<file path="src/rtl/mal_pkg.sv">
package mal_pkg;
   typedef enum logic {
      SZ_BYTE = 1'b0,
      SZ_WORD = 1'b1
   } acc_size_e;

   typedef enum logic {
      ORD_LITTLE = 1'b0,
      ORD_BIG    = 1'b1
   } byte_order_e;

   typedef enum logic {
      EXT_ZERO = 1'b0,
      EXT_SIGN = 1'b1
   } ext_mode_e;
endpackage

</file>
<file path="src/rtl/mal_addr_gen.sv">
module mal_addr_gen #(
   parameter int ADDR_W = 32,
   parameter int OFF_W  = 16
) (
   input  logic [ADDR_W-1:0] base_addr,
   input  logic [OFF_W-1:0]  offset,
   output logic [ADDR_W-1:0] eff_addr
);
   localparam int EXT_W = ADDR_W - OFF_W;

   generate
      if (OFF_W < 1 || OFF_W > ADDR_W) begin : g_bad_off
         $error("mal_addr_gen: OFF_W must lie in 1..ADDR_W");
      end
      if (EXT_W == 0) begin : g_same_width
         assign eff_addr = base_addr + offset;
      end else begin : g_sext
         logic [ADDR_W-1:0] off_ext;
         assign off_ext  = {{EXT_W{offset[OFF_W-1]}}, offset};
         assign eff_addr = base_addr + off_ext;
      end
   endgenerate
endmodule

</file>
<file path="src/rtl/mal_lane_decode.sv">
module mal_lane_decode #(
   parameter int LANES  = 4,
   parameter int LANE_W = $clog2(LANES)
) (
   input  logic [LANE_W-1:0] byte_offs,
   input  mal_pkg::byte_order_e order,
   output logic [LANES-1:0]  lane_oh
);
   generate
      if (LANES < 2 || (1 << LANE_W) != LANES) begin : g_bad_lanes
         $error("mal_lane_decode: LANES must be a power of two, at least 2");
      end
      for (genvar g = 0; g < LANES; g++) begin : g_lane
         logic hit_le;
         logic hit_be;
         assign hit_le     = (byte_offs == LANE_W'(g));
         assign hit_be     = (byte_offs == LANE_W'(LANES - 1 - g));
         assign lane_oh[g] = (order == mal_pkg::ORD_BIG) ? hit_be : hit_le;
      end
   endgenerate
endmodule

</file>
<file path="src/rtl/mal_load_extract.sv">
module mal_load_extract #(
   parameter int DATA_W = 32,
   parameter int LANES  = DATA_W / 8
) (
   input  logic [DATA_W-1:0]  rdata,
   input  logic [LANES-1:0]   lane_oh,
   input  mal_pkg::acc_size_e size,
   input  mal_pkg::ext_mode_e ext,
   output logic [DATA_W-1:0]  ldata
);
   localparam int UP_W = DATA_W - 8;

   logic [LANES-1:0][7:0] lane_bytes;
   logic [LANES-1:0][7:0] masked;
   logic [7:0]            picked;
   logic                  fill;

   generate
      for (genvar g = 0; g < LANES; g++) begin : g_mask
         assign lane_bytes[g] = rdata[8*g +: 8];
         assign masked[g]     = lane_oh[g] ? lane_bytes[g] : 8'h00;
      end
   endgenerate

   always_comb begin
      picked = 8'h00;
      for (int i = 0; i < LANES; i++) begin
         picked = picked | masked[i];
      end
   end

   assign fill = (ext == mal_pkg::EXT_SIGN) && picked[7];

   always_comb begin
      if (size == mal_pkg::SZ_WORD) begin
         ldata = rdata;
      end else begin
         ldata = {{UP_W{fill}}, picked};
      end
   end
endmodule

</file>
<file path="src/rtl/mal_store_pack.sv">
module mal_store_pack #(
   parameter int DATA_W = 32,
   parameter int LANES  = DATA_W / 8
) (
   input  logic [DATA_W-1:0]  src,
   input  logic [LANES-1:0]   lane_oh,
   input  mal_pkg::acc_size_e size,
   input  logic               write_en,
   input  logic               misaligned,
   output logic [DATA_W-1:0]  wdata,
   output logic [LANES-1:0]   be
);
   logic [DATA_W-1:0] byte_rep;

   generate
      for (genvar g = 0; g < LANES; g++) begin : g_rep
         assign byte_rep[8*g +: 8] = src[7:0];
      end
   endgenerate

   assign wdata = (size == mal_pkg::SZ_WORD) ? src : byte_rep;

   always_comb begin
      if (!write_en || misaligned) begin
         be = '0;
      end else if (size == mal_pkg::SZ_WORD) begin
         be = '1;
      end else begin
         be = lane_oh;
      end
   end
endmodule

</file>
<file path="src/rtl/mem_access_aligner.sv">
module mem_access_aligner #(
   parameter int ADDR_W = 32,
   parameter int DATA_W = 32,
   parameter int OFF_W  = 16,
   parameter int LANES  = DATA_W / 8,
   parameter int LANE_W = $clog2(LANES)
) (
   input  logic                     clk,
   input  logic                     rst_n,
   input  logic                     req_valid,
   input  logic                     req_store,
   input  logic                     req_word,
   input  logic                     req_signed,
   input  logic                     big_endian,
   input  logic [ADDR_W-1:0]        base_addr,
   input  logic [OFF_W-1:0]         offset,
   input  logic [DATA_W-1:0]        store_src,
   output logic [ADDR_W-LANE_W-1:0] mem_word_addr,
   input  logic [DATA_W-1:0]        mem_rdata,
   output logic                     rsp_valid,
   output logic [ADDR_W-1:0]        rsp_addr,
   output logic [DATA_W-1:0]        load_data,
   output logic [DATA_W-1:0]        store_data,
   output logic [LANES-1:0]         byte_en,
   output logic                     align_fault
);
   import mal_pkg::*;

   generate
      if (DATA_W % 8 != 0 || DATA_W < 16) begin : g_bad_data
         $error("mem_access_aligner: DATA_W must be a multiple of 8, at least 16");
      end
      if (LANES * 8 != DATA_W) begin : g_bad_lanes
         $error("mem_access_aligner: LANES must equal DATA_W/8");
      end
      if (ADDR_W <= LANE_W) begin : g_bad_addr
         $error("mem_access_aligner: ADDR_W too small");
      end
   endgenerate

   logic [ADDR_W-1:0] eff_c;
   logic [LANES-1:0]  lane_oh_c;
   logic [DATA_W-1:0] ldata_c;
   logic [DATA_W-1:0] wdata_c;
   logic [LANES-1:0]  be_c;
   logic              misal_c;
   acc_size_e         size_c;
   byte_order_e       order_c;
   ext_mode_e         ext_c;

   assign size_c  = req_word   ? SZ_WORD  : SZ_BYTE;
   assign order_c = big_endian ? ORD_BIG  : ORD_LITTLE;
   assign ext_c   = req_signed ? EXT_SIGN : EXT_ZERO;

   mal_addr_gen #(
      .ADDR_W (ADDR_W),
      .OFF_W  (OFF_W)
   ) addr_i (
      .base_addr (base_addr),
      .offset    (offset),
      .eff_addr  (eff_c)
   );

   assign mem_word_addr = eff_c[ADDR_W-1:LANE_W];
   assign misal_c       = (size_c == SZ_WORD) && (eff_c[LANE_W-1:0] != '0);

   mal_lane_decode #(
      .LANES  (LANES),
      .LANE_W (LANE_W)
   ) lane_i (
      .byte_offs (eff_c[LANE_W-1:0]),
      .order     (order_c),
      .lane_oh   (lane_oh_c)
   );

   mal_load_extract #(
      .DATA_W (DATA_W),
      .LANES  (LANES)
   ) load_i (
      .rdata   (mem_rdata),
      .lane_oh (lane_oh_c),
      .size    (size_c),
      .ext     (ext_c),
      .ldata   (ldata_c)
   );

   mal_store_pack #(
      .DATA_W (DATA_W),
      .LANES  (LANES)
   ) store_i (
      .src        (store_src),
      .lane_oh    (lane_oh_c),
      .size       (size_c),
      .write_en   (req_valid && req_store),
      .misaligned (misal_c),
      .wdata      (wdata_c),
      .be         (be_c)
   );

   always_ff @(posedge clk or negedge rst_n) begin
      if (!rst_n) begin
         rsp_valid   <= 1'b0;
         rsp_addr    <= '0;
         load_data   <= '0;
         store_data  <= '0;
         byte_en     <= '0;
         align_fault <= 1'b0;
      end else begin
         rsp_valid <= req_valid;
         if (req_valid) begin
            rsp_addr    <= eff_c;
            load_data   <= misal_c ? '0 : ldata_c;
            store_data  <= wdata_c;
            byte_en     <= be_c;
            align_fault <= misal_c;
         end else begin
            byte_en     <= '0;
            align_fault <= 1'b0;
         end
      end
   end
endmodule

</file>
<file path="config.mk">
export PLATFORM = sky130hd
export DESIGN_NAME = mem_access_aligner
export DESIGN_NICKNAME = d
export VERILOG_FILES = /design/src/rtl/mal_pkg.sv /design/src/rtl/mal_addr_gen.sv /design/src/rtl/mal_lane_decode.sv /design/src/rtl/mal_load_extract.sv /design/src/rtl/mal_store_pack.sv /design/src/rtl/mem_access_aligner.sv
export SDC_FILE = /design/constraint.sdc
export NUM_CORES = 1
export LEC_CHECK = 0
export BUFFER_PORTS_ARGS = -buffer_cell sky130_fd_sc_hd__buf_2
export CAP_MARGIN = 20
export CORE_MARGIN = 3
export CORE_UTILIZATION = 54
export CTS_CLUSTER_SIZE = 40
export DETAILED_ROUTE_END_ITERATION = 12
export PLACE_DENSITY = 0.84
export SETUP_SLACK_MARGIN = 0.02
export SYNTH_ARGS = -nofsm -noshare
export SYNTH_HDL_FRONTEND = slang
export SYNTH_SLANG_ARGS = --single-unit
</file>
<file path="constraint.sdc">
create_clock -name clk -period 8.2 [get_ports clk]
set_input_delay 1.64 -clock clk [delete_from_list [all_inputs] [get_ports clk]]
set_output_delay 1.64 -clock clk [all_outputs]
set_load 0.02 [all_outputs]
</file>
# Word-level counts from Yosys, hierarchy flattened
# Index checks and enable logic that the tools add are counted.
classes:
  addsub: 1
  eq_ne: 3
  n_mux: 18
  bitwise_logic: 3
  reduce_logical: 7
ops:
  columns: ["cell", "count"]
  rows:
  - ["two-way mux 32 bit", 3]
  - ["adder 32 bit", 1]
  - ["two-way mux 8 bit", 4]
  - ["OR 8 bit", 3]
  - ["two-way mux 4 bit", 3]
  - ["two-way mux 1 bit", 8]
  - ["equality test 2 bit, second input constant", 2]
  - ["logical AND 1 bit", 3]
  - ["equality test 2 x 1 -> 1 bit, second input constant", 1]
  - ["zero test 2 bit", 1]
  - ["nonzero test 2 bit", 1]
  - ["zero test 1 bit", 1]
  - ["logical OR 1 bit", 1]
totals:
  reg_bits: 102
  in_bits: 119
  wordCells: 38

# Longest topological paths before layout
depth:
  ltp_word: 10
  mapped_depth: 10
  mapped_depth_nobuf: 9

# Hierarchy
# A second synthesis with hierarchy kept.
unflattened:
  cells_unflattened: 677
  hier_area_um2: 6663.9
by_module_without_submodules:
  columns: ["mod", "instances", "cells_per_inst", "area_per_inst_um2", "seq_area_each_um2"]
  rows:
  - ["mem_access_aligner", 1, 288, 4011.3, 2552.4]
  - ["mal_addr_gen", 1, 241, 1744.2, 0.0]
  - ["mal_load_extract", 1, 62, 480.5, 0.0]
  - ["mal_store_pack", 1, 76, 360.3, 0.0]
  - ["mal_lane_decode", 1, 10, 67.6, 0.0]

# Worst setup path before layout
# No wires, ideal clock.
synth_path:
  path_kind: "input-to-output"
  from: "in offset[0]"
  to: "out mem_word_addr[24]"
  arrival_time_ns: 3.908
  setup_slack_ns: 2.652
  path_stages: 10
  n_path_buf: 1
  path_cell_list: "ha_1 > fa_1 > a21o_1 > a221oi_2 > o21ai_2 > a221oi_4 > a21oi_4 > a31oi_1 > xnor2_1 > buf_4"
synth_via:
  elab_chain_cells: 1
synth_lines:
  columns: ["element", "line_no", "source"]
  rows:
  - ["start, declared", "mem_access_aligner.sv:16", "input logic [OFF_W-1:0] offset,"]
  - ["adder 32 bit", "mal_addr_gen.sv:20", "assign eff_addr = base_addr + off_ext;"]
  - ["end, declared", "mem_access_aligner.sv:18", "output logic [ADDR_W-LANE_W-1:0] mem_word_addr,"]
# No other way between the ends.

# Final worst setup path
# Ends and elaborated chain as after synthesis.

==> flow_summary.yaml <==
outcome:
  status: "complete, no violations"
detailed_routing:
  vias: 5863
  dr.pass1.iters: 5
  wl_mm: 17.46
  postRouteAntennaNets: 0
  viasPerCell: 5.793
  wire_per_inst_um: 17.25
  drt_iter0_drc: 486
  drc: 0
finish:
  seqCellArea_mm2: 0.002552
  drive_above_1_share_pct: 38.67
  area_growth_pct: 20.93
  fillers: 898
  multi_input_area_mm2: 0.003576
  fin_nets: 1015
  n_antenna_cell: 0
critical_path:
  cpPeakStageDelay_ns: 0.45
  cp_data_arrival_time_ns: 4.31
  critPathMostFrequentCell: "buf_2"
  start_kind: "input pin"
  critical_path_peak_fanout: 7
  critPathKind: "input pin to primary output"
  r2r_cells: 2
  cp.required_ns: 6.56
  critPathSlowestCell: "a221oi_4"
  reg2reg_from: "rsp_addr[31]$_DFFE_PN0P_"
  r2r_end: "rsp_addr[31]$_DFFE_PN0P_"
  crit_path_end_kind: "primary output"
  path_cells: "buf_2 -> ha_1 -> fa_1 -> a21o_1 -> a221oi_2 -> o21ai_2 -> a221oi_4 -> a21oi_4 -> a31oi_1 -> xnor2_1 -> buf_2"
  r2r_slack_ns: 7.33
floorplan:
  ios: 251
  die_h_um: 116.3
  fp.coreArea_mm2: 0.01166
  floorplan.rows: 39
  start_util_pct: 56.34
  die_x_um: 116.3
  die-area_mm2: 0.01353
worst_hold_path:
  hp-class: "register to register"
  whs_endpoint: "load_data[24]$_DFFE_PN0P_"
  hold_start: "load_data[24]$_DFFE_PN0P_"
  whs_path_depth: 1
logic_synthesis:
  avgSynthCellArea_um2: 9.719
  netlist_area_mm2: 0.006570
  ys_seq_elements: 102
  synth_cells: 676
  synth_edf_count: 0
  ys_async_sr_fraction_pct: 100.0
  syn-num-nets: 827
  yosys_warnings: 0
  synth_seq_area_share_pct: 38.85
  synthFlopType: "dfrtp_1"
  synth.distinct_cells: 66
global_routing:
  first_global_vias: 5498
  grt.overflow.total: 0
  antenna_found_initial: 0
  grt_max_degree: 82
  track_usage_pct: 25.30
  grt_pass1_wl_mm: 27.12
timing:
  final.setup.tns_ns: 0
  fmax_mhz: 168.0
  rsz0062_at_grt: "false"
  maxSlewViolCount: 0
  worstMarginPinSlew_ns: 0.8418
  fin_crit_ns: 5.952
  finalHoldViolCount: 0
  finalCritPeriodShare_pct: 72.58
  setup_violations: 0
  fin_skew_ns: 0
  slew_headroom_pct: 43.88
power:
  p_int_mw: 1.072
  total_leakage_power_nw: 3.829
  share_seq_of_total_power_pct: 36.3
  ir_drop_mv: 0.1778
  powerDensity_mw_per_mm2: 214.8
  power_switching_uw: 634.0
  comb_power_share_pct: 36.7
  p_sw_share_pct: 37.15
  p_clk_share_pct: 27.0
  power.total_mw: 1.706
clock_tree:
  clk_transition_reported_paths_ns: 0.07
  cts_setup_buffers: 0
  clk_latency_ns: 0.35
  root_buffer: "clkbuf_16"
  cts_buffers: 9
  clock-sinks: 102
  ctsResizeCount: 0
  tritoncts: "built"
  cts_htree_levels: 3
  cts_buffer_depth: 2
  cts_hold_buf: 0
placed_design:
  dpl.hpwl_mm: 13.33
  port_buffers: 250
  routabilityCongestion: 0.9225
run:
  maxCapViolCount: 0
[registers in the layout, indices dropped and copies added, names as in the netlist]
signal and cells:
rsp_valid 1, store_data 32, byte_en 4, load_data 32, align_fault 1, rsp_addr 32
[cells in the mapped netlist, types with 5 or more instances]
cell type / instances / area (um2)
buf_4: 30 / 225.2
a21o_1: 19 / 142.6
o21ai_0: 14 / 70.07
nand2b_1: 5 / 31.28
o21a_1: 8 / 60.06
nor2b_1: 38 / 237.7
buf_2: 9 / 45.04
clkbuf_1: 34 / 127.6
o2bb2ai_1: 32 / 280.3
xnor2_1: 19 / 166.4
nand3_1: 10 / 50.05
a21oi_1: 84 / 420.4
ha_1: 31 / 387.9
a222oi_1: 7 / 70.07
xor2_1: 11 / 96.34
inv_1: 6 / 22.52
nand2_1: 26 / 97.59
o21bai_1: 7 / 52.55
nor2_1: 51 / 191.4
mux2_2: 46 / 518.0
nand4_1: 12 / 75.07
dfrtp_1: 102 / 2552
[logic make-up after synthesis]
family	share of synthesized area, %
AOI/OAI and AO/OA	22.64
xor gates and xnor gates	4.247
adders and majority gates	6.208
buffers and inverters	6.722
DFF	38.85
muxes	8.570
and+or+nand+nor	12.76
[final cells by class]
class / instances / share of cell area (%)
timing repair buffer: 254 / 16.19
inverter: 7 / 0.3307
tap: 143 / 2.252
clock inverter: 6 / 1.087
sequential: 102 / 32.13
clock buffer: 10 / 3.008
multi-input combinational: 490 / 45.01
[through the flow]
stage	cell area (um2)	utilization, %	std cells	hold slack [ns]	worst slack, ns
2_1_floorplan	6570	-	676	0.5954	2.652
3_3_place_gp	7620	65.34	996	0.4633	2.305
3_5_place_dp	7620	65.34	996	0.4682	2.248
4_1_cts	7945	68.13	1012	0.4879	2.246
5_1_grt	7945	68.13	1012	0.5012	2.091
6_report	7945	68.13	1012	0.4845	2.248
[power groups by stage]
stage                     clock (mW)  combinational (mW)  sequential, mW
after global placement             0               0.617           0.626
final                          0.460               0.626           0.620
after CTS                      0.470               0.629           0.620
after floorplan                    0               0.354           0.728
after detailed placement           0               0.625           0.630
after global routing           0.491               0.677           0.629
[routing by layer]
layer  wire length, um  GRT usage (%)  up-vias
met5                 0              0        -
met4               363          8.275        0
met3              1289          5.907       30
met2              8434          42.64      257
met1              7372          32.21     2762
li1                  -              -     2814
[worst max-delay path by stage]
stage,startpoint,end,slack [ns],cells after the start
after floorplan,offset[0],mem_word_addr[24],2.65,10
after global placement,offset[0],mem_word_addr[24],2.30,11
after detailed placement,offset[0],mem_word_addr[24],2.25,11
after CTS,offset[0],mem_word_addr[24],2.25,11
after global routing,offset[0],mem_word_addr[24],2.09,11
final,offset[0],mem_word_addr[24],2.25,11
[cell usage in the layout, fill, tap and decap left out, types with 4 or more instances in the layout]
cell	netlist	final
inv_1	6	6
nand2b_1	5	5
mux2_2	46	46
nand4_1	12	12
a22oi_1	4	4
a222oi_1	7	7
ha_1	31	31
xnor2_1	19	19
nand3_1	10	10
o21a_1	8	8
o21ai_0	14	14
a21o_1	19	19
and3_1	4	4
a21oi_1	84	84
o2bb2ai_1	32	32
nor2b_1	38	38
buf_2	9	248
o21bai_1	7	7
nand2_1	26	26
xor2_1	11	11
buf_4	30	6
clkbuf_16	0	9
nor2_1	51	51
nor3_1	4	4
dfrtp_1	102	102
and2_1	4	4
[critical path: cells and delay by family]
kind	cells	cell delay (ns)
compound gates	6	1.62
fa+ha+maj	2	0.62
xor+xnor	1	0.14
buf+inv	2	0.28
Power figures use the tool's default switching activity.
